### config.mk
export PLATFORM = sky130hd
export DESIGN_NAME = pci_evmon
export DESIGN_NICKNAME = d
export VERILOG_FILES = /design/src/rtl/pmon_pkg.sv /design/src/rtl/pmon_classify.sv /design/src/rtl/pmon_counter.sv /design/src/rtl/pci_evmon.sv
export SDC_FILE = /design/constraint.sdc
export NUM_CORES = 1
export LEC_CHECK = 0
export ABC_AREA = 0
export BUFFER_PORTS_ARGS = -buffer_cell sky130_fd_sc_hd__buf_2
export CAP_MARGIN = 5
export CELL_PAD_IN_SITES_DETAIL_PLACEMENT = 1
export CELL_PAD_IN_SITES_GLOBAL_PLACEMENT = 1
export CORE_ASPECT_RATIO = 1.1
export CORE_UTILIZATION = 35
export DETAILED_ROUTE_END_ITERATION = 10
export PLACE_DENSITY_LB_ADDON = 0.1
export SLEW_MARGIN = 20
export SYNTH_ARGS = -nofsm -noshare
export SYNTH_HDL_FRONTEND = slang
export SYNTH_SLANG_ARGS = --single-unit
### constraint.sdc
create_clock -name clk -period 3.1 [get_ports clk]
set_input_delay 0.62 -clock clk [delete_from_list [all_inputs] [get_ports clk]]
set_output_delay 0.62 -clock clk [all_outputs]
set_load 0.005 [all_outputs]
### src/rtl/pmon_pkg.sv
package pmon_pkg;
  // Register map anchors (counter slots follow CNT_BASE in flag-bit order)
  localparam int A_CTRL   = 0;
  localparam int A_OVF    = 1;
  localparam int CNT_BASE = 2;
  localparam int CLR_BIT  = 31;

  // Bus activity: a transaction is open while framing or initiator-ready is low
  function automatic logic bus_open(input logic frame_n, input logic irdy_n);
    return !frame_n || !irdy_n;
  endfunction

  // A word moves when the bus is open and both sides are ready
  function automatic logic word_moves(input logic frame_n, input logic irdy_n,
                                      input logic trdy_n);
    return bus_open(frame_n, irdy_n) && !irdy_n && !trdy_n;
  endfunction
endpackage

### src/rtl/pmon_classify.sv
module pmon_classify import pmon_pkg::*; #(
  parameter int NMST = 5
) (
  input  logic            clk,
  input  logic            rst_n,
  input  logic            frame_n,
  input  logic            irdy_n,
  input  logic            trdy_n,
  input  logic            local_init,
  input  logic [NMST-1:0] req_n,
  input  logic [NMST-1:0] gnt_n,
  output logic            ev_idle,
  output logic            ev_data,
  output logic            ev_ovh,
  output logic [NMST-1:0] ev_start,
  output logic [NMST-1:0] ev_wait
);
  logic            prev_idle_q;
  logic [NMST-1:0] prev_gnt_q;
  logic [NMST-1:0] owner_q;
  logic            fresh_frame;

  assign ev_data     = word_moves(frame_n, irdy_n, trdy_n);
  assign ev_idle     = !bus_open(frame_n, irdy_n);
  assign ev_ovh      = bus_open(frame_n, irdy_n) && !ev_data;
  assign fresh_frame = prev_idle_q && !frame_n && !local_init;

  for (genvar m = 0; m < NMST; m++) begin : g_mst
    assign ev_start[m] = fresh_frame && prev_gnt_q[m];
    assign ev_wait[m]  = !req_n[m] && !owner_q[m] && !ev_start[m];

    always_ff @(posedge clk or negedge rst_n) begin
      if (!rst_n)           owner_q[m] <= 1'b0;
      else if (ev_start[m]) owner_q[m] <= 1'b1;
      else if (ev_idle)     owner_q[m] <= 1'b0;
    end

    // A master that has just begun owns the bus on the following clock
    assert_wait_after_start_R6: assert property (@(posedge clk) disable iff (!rst_n)
      ev_start[m] |=> !ev_wait[m]);
  end

  always_ff @(posedge clk or negedge rst_n) begin
    if (!rst_n) begin
      prev_idle_q <= 1'b1;
      prev_gnt_q  <= '0;
    end else begin
      prev_idle_q <= ev_idle;
      prev_gnt_q  <= ~gnt_n;
    end
  end

  assert_start_onehot_R4: assert property (@(posedge clk) disable iff (!rst_n)
    $onehot0(ev_start));
  assert_start_gap_R4: assert property (@(posedge clk) disable iff (!rst_n)
    (|ev_start) |=> !(|ev_start));
  assert_local_no_start_R5: assert property (@(posedge clk) disable iff (!rst_n)
    local_init |-> !(|ev_start));
endmodule

### src/rtl/pmon_counter.sv
module pmon_counter #(
  parameter int CNT_W = 32
) (
  input  logic             clk,
  input  logic             rst_n,
  input  logic             clr,
  input  logic             inc,
  output logic [CNT_W-1:0] cnt,
  output logic             ovf
);
  localparam logic [CNT_W-1:0] TOP = '1;
  logic at_top;
  assign at_top = (cnt == TOP);

  always_ff @(posedge clk or negedge rst_n) begin
    if (!rst_n) begin
      cnt <= '0;
      ovf <= 1'b0;
    end else if (clr) begin
      cnt <= '0;
      ovf <= 1'b0;
    end else if (inc) begin
      if (at_top) ovf <= 1'b1;
      else        cnt <= cnt + 1'b1;
    end
  end

  assert_sat_hold_R8: assert property (@(posedge clk) disable iff (!rst_n)
    (at_top && !clr) |=> (cnt == TOP));
  assert_ovf_sticky_R8: assert property (@(posedge clk) disable iff (!rst_n)
    (ovf && !clr) |=> ovf);
  assert_clear_zero_R9: assert property (@(posedge clk) disable iff (!rst_n)
    clr |=> (cnt == '0 && !ovf));
  assert_hold_quiet_R7: assert property (@(posedge clk) disable iff (!rst_n)
    (!inc && !clr) |=> $stable(cnt));
endmodule

### src/rtl/pci_evmon.sv
module pci_evmon import pmon_pkg::*; #(
  parameter int NMST    = 5,
  parameter int CNT_W   = 32,
  parameter int DW      = 32,
  parameter int AW      = 4,
  parameter int MODE_W  = 3,
  parameter int MODE_ON = 4
) (
  input  logic            clk,
  input  logic            rst_n,
  input  logic            frame_n,
  input  logic            irdy_n,
  input  logic            trdy_n,
  input  logic            local_init,
  input  logic [NMST-1:0] req_n,
  input  logic [NMST-1:0] gnt_n,
  input  logic            wr_en,
  input  logic            rd_en,
  input  logic [AW-1:0]   addr,
  input  logic [DW-1:0]   wdata,
  output logic [DW-1:0]   rdata
);
  localparam int NCNT = 2 + 2 * NMST;

  logic              ev_idle, ev_data, ev_ovh;
  logic [NMST-1:0]   ev_start, ev_wait;
  logic [NCNT-1:0]   ev_vec, inc_vec, ovf_vec;
  logic [CNT_W-1:0]  cnt_q [NCNT];
  logic [MODE_W-1:0] mode_q;
  logic              mon_en, ctrl_wr, clr;
  logic [DW-1:0]     rd_val;

  pmon_classify #(.NMST(NMST)) u_class (
    .clk(clk), .rst_n(rst_n), .frame_n(frame_n), .irdy_n(irdy_n),
    .trdy_n(trdy_n), .local_init(local_init), .req_n(req_n), .gnt_n(gnt_n),
    .ev_idle(ev_idle), .ev_data(ev_data), .ev_ovh(ev_ovh),
    .ev_start(ev_start), .ev_wait(ev_wait)
  );

  assign ev_vec  = {ev_wait, ev_start, ev_data, ev_idle};
  assign mon_en  = (mode_q == MODE_W'(MODE_ON));
  assign inc_vec = ev_vec & {NCNT{mon_en}};
  assign ctrl_wr = wr_en && (addr == AW'(A_CTRL));
  assign clr     = ctrl_wr && wdata[CLR_BIT];

  for (genvar i = 0; i < NCNT; i++) begin : g_cnt
    pmon_counter #(.CNT_W(CNT_W)) u_cnt (
      .clk(clk), .rst_n(rst_n), .clr(clr), .inc(inc_vec[i]),
      .cnt(cnt_q[i]), .ovf(ovf_vec[i])
    );
  end

  always_ff @(posedge clk or negedge rst_n) begin
    if (!rst_n)       mode_q <= '0;
    else if (ctrl_wr) mode_q <= wdata[MODE_W-1:0];
  end

  always_comb begin
    rd_val = '0;
    if (addr == AW'(A_CTRL)) rd_val = DW'(mode_q);
    if (addr == AW'(A_OVF))  rd_val = DW'(ovf_vec);
    for (int i = 0; i < NCNT; i++)
      if (addr == AW'(CNT_BASE + i)) rd_val = DW'(cnt_q[i]);
  end

  always_ff @(posedge clk or negedge rst_n) begin
    if (!rst_n)     rdata <= '0;
    else if (rd_en) rdata <= rd_val;
  end

  // Overhead clocks feed neither the idle nor the busy counter
  assert_ovh_exclusive_R3: assert property (@(posedge clk) disable iff (!rst_n)
    (ev_ovh && !clr) |=> ($stable(cnt_q[0]) && $stable(cnt_q[1])));
  assert_disabled_still_R7: assert property (@(posedge clk) disable iff (!rst_n)
    (!mon_en && !clr) |=> $stable(ovf_vec));
  assert_ctrl_readback_R10: assert property (@(posedge clk) disable iff (!rst_n)
    (rd_en && addr == AW'(A_CTRL)) |=> (rdata == DW'($past(mode_q))));
endmodule

# Word-level counts from Yosys, hierarchy flattened
# Cells that the tools add are included.
# totals
regBits	442
inputBits	54
mem_bits_ro	0
latch_bits	0
wordCells	273
out_inout_bits	32
ramBits	0
mem_count	0
# op_classes
n_reduce_logical	91
bitwise_logic	2
n_addsub	12
shifts	0
magnitude_cmp	0
n_div	0
n_eq_ne	43
multipliers	0
mux	92
# ops
operator	n
32-bit two-way mux	48
32-bit by 1-bit adder with 32-bit output, second input constant	12
32-bit == test, second input constant	12
2-bit AND reduction	24
2-bit nonzero test	24
1-bit two-way mux	42
2-bit inequality test, second input constant	17
4-bit == test, second input constant	6
1-bit logical AND	21
1-bit logical NOT	20
4-bit by 3-bit == test with 1-bit output, second input constant	4
12-bit bitwise AND	1
12-bit two-way mux	1
4-bit by 2-bit == test with 1-bit output, second input constant	2
5-bit NOT	1
4-bit by 1-bit == test with 1-bit output, second input constant	1
4-bit logical NOT	1
3-bit == test, second input constant	1
3-bit two-way mux	1
1-bit logical OR	1

# Longest topological paths before layout
# Gate-level depths: netlist of run 1.
# depth
ltp_word	15
ltp_mapped	10

# By module
# Synthesis of run 1 repeated with hierarchy kept, for this count alone.
# hier_totals
cells_unflattened	3240
hier_area_um2	28604.9
# by_module_without_submodules
module	cells_per_inst	area_per_inst_um2	n_inst	seq_area_each_um2
pmon_counter (g_cnt[0].u_cnt ...)	202	1884.3	11	825.8
pci_evmon	765	5441.5	1	875.8
pmon_counter (g_cnt[10].u_cnt)	211	1941.9	1	825.8
pmon_classify	42	494.2	1	276.5

# Least setup slack after synthesis of run 1
# Ideal clock, no wire load.
# synth_timing
path_type	input to register
from	input addr[0]
to	register g_cnt[8].u_cnt.cnt[13]
setup_time_ns	0.132
slack_ns	0.564
stages	8
arrival_ns	2.404
required_ns	2.968
cell_sequence	buf_2 -> nor2_1 -> and4_1 -> buf_2 -> clkbuf_1 -> clkbuf_1 -> buf_1 -> nor2_1
# synth_between
elab_chain_len	5
# synth_lines
element	line_no	source
start, declared	pci_evmon.sv:19	input logic [AW-1:0] addr,
4-bit logical NOT (*)	pci_evmon.sv:43	assign ctrl_wr = wr_en && (addr == AW'(A_CTRL));
1-bit logical AND (*)	pci_evmon.sv:43	
1-bit logical AND (*)	pci_evmon.sv:44	assign clr = ctrl_wr && wdata[CLR_BIT];
2-bit inequality test (no source line) or 2-bit nonzero test (tied branches)	n/a	
2-bit AND reduction (no source line)	n/a	
end signal, assigned	pmon_counter.sv:24	else cnt <= cnt + 1'b1;
end, declared	pmon_counter.sv:8	output logic [CNT_W-1:0] cnt,
# Every way passes the cells marked *; elsewhere a longest branch is shown, timed or not.
# A chain may end at the register's enable or synchronous reset.

# Worst setup path after layout of run 1
# layout_timing
from	register mode_q[0]
to	register g_cnt[10].u_cnt.cnt[23]
# layout_between
elab_chain_len	4
# layout_lines
element	line_no	source
start, declared	pci_evmon.sv:29	logic [MODE_W-1:0] mode_q;
start signal, assigned	pci_evmon.sv:55	else if (ctrl_wr) mode_q <= wdata[MODE_W-1:0];
3-bit == test	pci_evmon.sv:41	assign mon_en = (mode_q == MODE_W'(MODE_ON));
12-bit bitwise AND	pci_evmon.sv:42	assign inc_vec = ev_vec & {NCNT{mon_en}};
2-bit nonzero test (no source line)	n/a	
2-bit AND reduction (no source line)	n/a	
end signal, assigned	pmon_counter.sv:24	
end, declared	pmon_counter.sv:8	
# No other way between the ends.

==> flow_metrics.tcl, run 1 <==
set metrics [dict create \
    timing.slew.headroom_pct 37.5 \
    drtIter0Drc 1962 \
    dp_hpwl_mm 85.5 \
    cts_htree_levels 2 \
    die_h_um 288 \
    netlist_instances 2965 \
    cp.arrival_ns 3.38 \
    hold_class "in2reg" \
    critPathLaunchType "flop" \
    seqCellArea_um2 11100 \
    finalInstanceArea_um2 30100 \
    grtUsageTotal_pct 29.6 \
    fillCellCount 8560 \
    dp.cells 3972 \
    critical_path_peak_fanout 12 \
    final_nets 3140 \
    rsz0062_at_grt "false" \
    initial_core_util_pct 35.5 \
    syn_nets 3031 \
    cts_made_buffers 53 \
    cap_violations 0 \
    critical-path-top-delay-family "compound AO/OA/AOI/OAI gates" \
    wirelength_mm 111 \
    grt_pass1_wl_mm 166 \
    clock_latency_ns 0.63 \
    layout.cells.most_common_list "nor2_1 (445), dfrtp_1 (441), xor2_1 (207)" \
    first_pass_iters 8 \
    crit_buf_inv 0 \
    pwr-share-comb_pct 10.2 \
    vias 24187 \
    cellInternalPower_uw 10300 \
    total_power_uw 14400 \
    skew_ns 0.0253 \
    timing.final.crit_share_pct 91.4 \
    cts_root_buf "clkbuf_16" \
    r2r_cells 6 \
    period_minus_slack_ns 2.83 \
    cp_slowest_cell "a2111o_1" \
    synth_edf_count 0 \
    whs_endpoint "u_class.prev_gnt_q[3]" \
    die_w_um 262 \
    final_common_cell "nor2_1" \
    async_reset_ff_share_pct 100 \
    drive_above_1_share_pct 11.5 \
    cts.repair.resized 0 \
    place.gp.congestion 0.973 \
    p_sw_share_pct 28.2 \
    clock.fmax_mhz 353 \
    antenna_found_initial 3 \
    leakagePower_uw 0.0127 \
    cts_tree "done" \
    status "finished, final reports clean" \
    die_area_um2 75500 \
    worstHoldStart "gnt_n[3]" \
    ant_nets 0 \
    syn2layout_area_growth_pct 15.6 \
    wire_per_inst_um 27.3 \
    place_area_um2 28300 \
    setup_viol 0 \
    synth-seq-area-share_pct 42.5 \
    ir_drop_v 0.000420 \
    required_ns 3.64 \
    clock_path_buffers 3 \
    cts_sinks 442 \
    grt_pass1_vias 24950 \
    p_switching_uw 4050 \
    crit_path_cell_trace "or3b_4, a2111o_1, a211oi_2, o21ai_1, or3_1, a21oi_1" \
    setup_tns_ns 0 \
    yosys_warnings 0 \
    slew_viol_final 0 \
    layoutNonFillerInstCount 4073 \
    io_buffers 57 \
    overflow 0 \
    max_stage_delay_ns 0.60 \
    synth_flop_cell "dfrtp_1" \
    reg2reg_from "mode_q[0]" \
    holdPathStages 2 \
    vias_per_cell 5.94 \
    rows 104 \
    hold_viol 0 \
    tightest_slew_ns 0.936 \
    clkPwrFrac_pct 44.6 \
    worstSetupPathType "reg2reg" \
    path_clk_slew_ns 0.06 \
    syn_area_per_cell_um2 8.79 \
    coreArea_um2 73400 \
    io_pins 86 \
    pwr-share-seq_pct 45.2 \
    multi_input_area_um2 14200 \
    r2r-end "g_cnt[10].u_cnt.cnt[23]" \
    powerDensity_nw_per_um2 477 \
    netlist_area_um2 26100 \
    synth-seq-cells 442 \
    postCtsSetupRepairBufs 0 \
    endpoint_kind "flop" \
    ys_types 85 \
    rrSetupSlack_ns 0.27 \
    grt_max_degree 106 \
    remaining_drc_errors 0 \
]
-- Yosys cell counts (6+ instances only) --
cell type | instances | area (µm²)
nor2_1 | 446 | 1670
dfrtp_1 | 441 | 11000
xor2_1 | 207 | 1810
nand2_1 | 195 | 732
nand3_1 | 187 | 936
a21oi_1 | 158 | 791
nand4_1 | 152 | 951
clkbuf_1 | 136 | 510
o21ai_0 | 122 | 611
xnor2_1 | 102 | 893
nor3_1 | 89 | 445
and3_1 | 84 | 526
or3_1 | 54 | 338
mux2i_1 | 53 | 531
and4_1 | 46 | 403
nor4_1 | 44 | 275
inv_1 | 36 | 135
a22oi_1 | 25 | 188
a31oi_1 | 25 | 156
and2_1 | 25 | 156
o211ai_1 | 23 | 173
nor2b_1 | 17 | 106
or4_1 | 14 | 105
a221oi_1 | 13 | 114
a222oi_1 | 13 | 130
buf_1 | 13 | 48.8
buf_2 | 13 | 65.1
nand4b_1 | 13 | 114
ha_1 | 12 | 150
o22ai_1 | 11 | 68.8
o32ai_1 | 11 | 96.3
a211oi_1 | 10 | 75.1
a221o_1 | 10 | 100
mux2_2 | 10 | 113
nand2b_1 | 10 | 62.6
o221ai_1 | 10 | 87.6
or2_2 | 8 | 50.1
a22o_1 | 7 | 61.3
nor3b_1 | 7 | 52.6
o31ai_1 | 7 | 52.6
mux4_2 | 6 | 135
o2111ai_1 | 6 | 52.6
o2bb2ai_1 | 6 | 52.6
-- stage by stage --
stage / hold slack [ns] / worst slack (ns) / util, %
4_1_cts: 0.111 / 0.253 / 41.0
2_1_floorplan: 0.324 / 0.564 / -
3_5_place_dp: 0.479 / -0.0588 / 38.6
5_1_grt: 0.125 / 0.136 / 41.0
6_report: 0.145 / 0.266 / 41.0
3_3_place_gp: 0.478 / -0.213 / 38.6
-- worst register-to-register path: stages (launching register included) --
cell and delay (ns):
dfrtp_1 0.43, or3b_4 0.55, a2111o_1 0.61, a211oi_2 0.46, o21ai_1 0.24, or3_1 0.35
a21oi_1 0.14
-- state kept, by name, indices dropped and copies added (netlist names) --
register             count
g_cnt.u_cnt.cnt        384
rdata                   32
g_cnt.u_cnt.ovf         12
u_class.owner_q          5
u_class.prev_gnt_q       5
mode_q                   3
u_class.prev_idle_q      1
-- cell type report --
class	count	share of cell area, %
timing repair buffer	218	5.68
tap	954	3.96
antenna	1	0.00831
clock buffer	81	5.36
inverter	37	0.461
sequential	442	36.7
clock inverter	18	0.499
multi-input combinational	2322	47.3
-- power by group through the flow --
| stage | clock network [µW] | logic, µW | registers (µW) |
|---|---|---|---|
| 6_report | 6400 | 1470 | 6490 |
| 5_1_grt | 6760 | 1610 | 6510 |
| 4_1_cts | 6560 | 1470 | 6490 |
| 3_5_place_dp | 0 | 1460 | 6590 |
| 3_3_place_gp | 0 | 1410 | 6570 |
| 2_1_floorplan | 0 | 770 | 6350 |
-- cell families after synthesis --
group                    share of synthesized area [%]
AND/OR/NAND/NOR                                   27.6
AO/OA/AOI/OAI                                     13.0
flip-flops                                        42.5
XOR/XNOR                                          10.4
buffers and inverters                             3.00
multiplexers                                      2.99
adder cells (fa/ha/maj)                          0.576
-- how the worst max path moves through the flow --
stage	from	end	slack (ns)	cells after the start
floorplan	addr[0]	g_cnt[8].u_cnt.cnt[13]	0.56	8
global placement	addr[0]	rdata[27]	-0.21	9
detailed placement	addr[0]	rdata[27]	-0.06	9
CTS	mode_q[0]	g_cnt[10].u_cnt.cnt[23]	0.25	6
global route	mode_q[0]	g_cnt[10].u_cnt.cnt[23]	0.14	6
finish	mode_q[0]	g_cnt[10].u_cnt.cnt[23]	0.27	6
-- routing by layer --
layer	part of all wire, %	global-route usage [%]	wire length [µm]	up-vias
met4	5.0	13.7	5600	4
li1	-	-	-	11003
met3	3.9	3.37	4300	191
met1	42	37.1	46200	12418
met5	0.023	0	25	-
met2	49	50.9	55000	571
-- repair_timing --
item,4_1_cts,5_1_grt
endpoints found under the hold margin,53,0
endpoints found under the setup margin,0,0
hold buffers,1,0
No activity file was read; power rests on OpenSTA's default activity.
==> run 2: changes to the inputs <==
Settings changed: ABC_AREA 0 to 1.
==> run 2 against run 1 <==
Via count increased by 29%. Highest routed layer is now met4. Non-clock buffer count decreased by 31. Power increased by 42%. Critical path type unchanged. Worst hold slack got worse by 0.031 ns. First-iteration DRC count decreased by 2.5%.
==> flow_metrics.tcl, run 2 <==
set metrics [dict create \
    coreArea_um2 85100 \
    synth_area_leader_cell "dfrtp_1" \
    status "finished, final reports clean" \
    slew_viol_final 0 \
    ys_types 49 \
    drive_above_1_share_pct 9.17 \
    io_buffers 57 \
    reg.largest.list "g_cnt.u_cnt.cnt x384, rdata x32, g_cnt.u_cnt.ovf x12" \
    setup_tns_ns 0 \
    place.gp.congestion 0.974 \
    route.met2.wl_mm 64.4 \
    cts_made_buffers 56 \
    syn_area_per_cell_um2 6.87 \
    holdWs_ns 0.114 \
    cp.arrival_ns 3.41 \
    hold_viol 0 \
    worstSetupPathType "reg2reg" \
    drtIter0Drc 1912 \
    yosys-top-cells-count "nand2_1 (1228), dfrtp_1 (441), inv_1 (427)" \
    dp.cells 5546 \
    synth-seq-area-share_pct 36.7 \
    crit_buf_inv 3 \
    dp_hpwl_mm 104 \
    grt_max_degree 78 \
    rows 112 \
    syn_nets 4453 \
    wirelength_met1_mm 56.0 \
    largest_reg_flops 384 \
    vias 31221 \
    io_pins 86 \
    cts_htree_levels 2 \
    grt_pass1_vias 31797 \
    netlist_area_um2 30100 \
    tightest_slew_ns 1.10 \
    hold_class "in2reg" \
    skew_ns 0.0246 \
    leakagePower_uw 0.0140 \
    final_nets 4536 \
    remaining_drc_errors 0 \
    synth_most_common_cell "nand2_1" \
    required_ns 3.65 \
    ir_drop_v 0.000465 \
    cts_tree "done" \
    max_stage_delay_ns 0.51 \
    overflow 0 \
    ant_nets 0 \
    max_flop_register "g_cnt.u_cnt.cnt" \
    fillCellCount 10874 \
    antenna_found_initial 0 \
    cp_slowest_cell "dfrtp_1" \
    vias_per_cell 5.52 \
    wl_met3_mm 4.45 \
    die_h_um 310 \
    clock_latency_ns 0.66 \
    routed.top_layer "met4" \
    clock.fmax_mhz 350 \
    die_area_um2 87300 \
    cts.repair.resized 0 \
    synth-seq-cells 442 \
    synth_edf_count 0 \
    num_antenna_cells 0 \
    layout.cells.most_common_list "nand2_1 (1228), dfrtp_1 (441), inv_1 (427)" \
    cpMostUsedCell "inv_2" \
    grtUsageTotal_pct 30.5 \
    wire_per_inst_um 23.5 \
    syn2layout_area_growth_pct 13.5 \
    netlist_instances 4387 \
    path_clk_slew_ns 0.06 \
    timing.slew.headroom_pct 26.1 \
    cts_root_buf "clkbuf_16" \
    synth_top_area_share_pct 36.6 \
    layoutNonFillerInstCount 5657 \
    yosys_warnings 0 \
    critical-path-top-delay-family "simple AND/OR/NAND/NOR gates" \
    wirelength_mm 133 \
    first_pass_iters 5 \
    async_reset_ff_share_pct 100 \
    die_w_um 282 \
    clock_path_buffers 3 \
    critPathLaunchType "flop" \
    final_common_cell "nand2_1" \
    synth_flop_cell "dfrtp_1" \
    endpoint_kind "flop" \
    rsz0062_at_grt "false" \
    period_minus_slack_ns 2.86 \
    cts_sinks 442 \
    cap_violations 0 \
    setup_viol 0 \
    timing.final.crit_share_pct 92.2 \
    powerDensity_nw_per_um2 595 \
    grt_pass1_wl_mm 200 \
    critical_path_peak_fanout 28 \
    crit_path_cell_trace "ha_1, inv_1, nor3_4, nand2_1, nor3_1, nand3_1, o21ai_2, inv_2, nor2_8, inv_2, o21ai_0" \
    yosys-top-cells-area "dfrtp_1 (37%), nand2_1 (15%), nand4_1 (5.4%), inv_1 (5.3%), nand3_1 (4.7%)" \
    initial_core_util_pct 35.4 \
]
run 2: cells by family (layout without fill, tap and decap cells):
| family | after synthesis | count (layout) | share of synthesized area [%] |
|---|---|---|---|
| AND/OR/NAND/NOR | 2527 | 2528 | 37.9 |
| multiplexers | 3 | 3 | 0.112 |
| buffers and inverters | 615 | 744 | 8.02 |
| XOR/XNOR | 175 | 175 | 5.08 |
| AO/OA/AOI/OAI | 613 | 613 | 11.7 |
| adder cells (fa/ha/maj) | 12 | 12 | 0.498 |
| flip-flops | 442 | 442 | 36.7 |
run 2: final cells by class:
| class | count | area (µm²) | area share [%] |
|---|---|---|---|
| well taps | 1140 | 1430 | 4.17 |
| multi-input cells | 3331 | 16700 | 48.8 |
| inverters | 452 | 1700 | 4.97 |
| repair buffers | 187 | 1450 | 4.24 |
| clock inverters | 25 | 195 | 0.571 |
| flip-flops and latches | 442 | 11100 | 32.3 |
| clock buffers | 80 | 1680 | 4.92 |
run 2: metal layers:
metal  global-route usage (%)  vias up
li1                         -    14866
met1                     37.4    15430
met2                     52.7      665
met3                     3.00      260
met4                     16.1        0
met5                        0        -
run 2: power by group:
group	total [µW]	internal [µW]	switching (µW)	leakage [µW]
registers	8780	6970	1810	0.00583
logic	4750	1380	3370	0.00726
clock network	6800	3930	2880	0.000944
total	20300	12300	8060	0.0140
run 2: per-stage QoR:
stage / setup slack (ns) / area, µm² / total power, µW / utilization, %
global route: 0.0217 / 34200 / 21400 / 40.2
global placement: -0.0202 / 32300 / 13400 / 37.9
CTS: 0.0840 / 34200 / 20500 / 40.2
detailed placement: -0.0409 / 32300 / 13600 / 37.9
finish: 0.243 / 34200 / 20300 / 40.2
floorplan: 0.948 / 30100 / 11000 / -
run 2: path summary, 6_finish.rpt:
kind                                       startpoint                     end  slack [ns]  cells after the start
worst max-delay path            g_cnt[6].u_cnt.cnt[0]   g_cnt[6].u_cnt.cnt[2]        0.24                     11
worst min-delay path                         gnt_n[1]   u_class.prev_gnt_q[1]        0.11                      2
worst max register to register  g_cnt[6].u_cnt.cnt[0]   g_cnt[6].u_cnt.cnt[2]        0.24                     11
worst min register to register  g_cnt[1].u_cnt.cnt[3]   g_cnt[1].u_cnt.cnt[3]        0.48                      1
max in group asynchronous                       rst_n                rdata[0]        1.71                      3
min in group asynchronous                       rst_n  g_cnt[2].u_cnt.cnt[24]        0.55                      2
run 2: worst reg2reg max path: stages (launching register included):
cell	delay (ns)
dfrtp_1	0.51
ha_1	0.30
inv_1	0.12
nor3_4	0.13
nand2_1	0.13
nor3_1	0.26
nand3_1	0.21
o21ai_2	0.22
inv_2	0.09
nor2_8	0.32
inv_2	0.23
o21ai_0	0.25
run 2: repair_timing:
item	in CTS	in global routing
buffers inserted	0	4
setup endpoints to repair	0	18
hold endpoints to repair	42	0
hold buffers	1	0
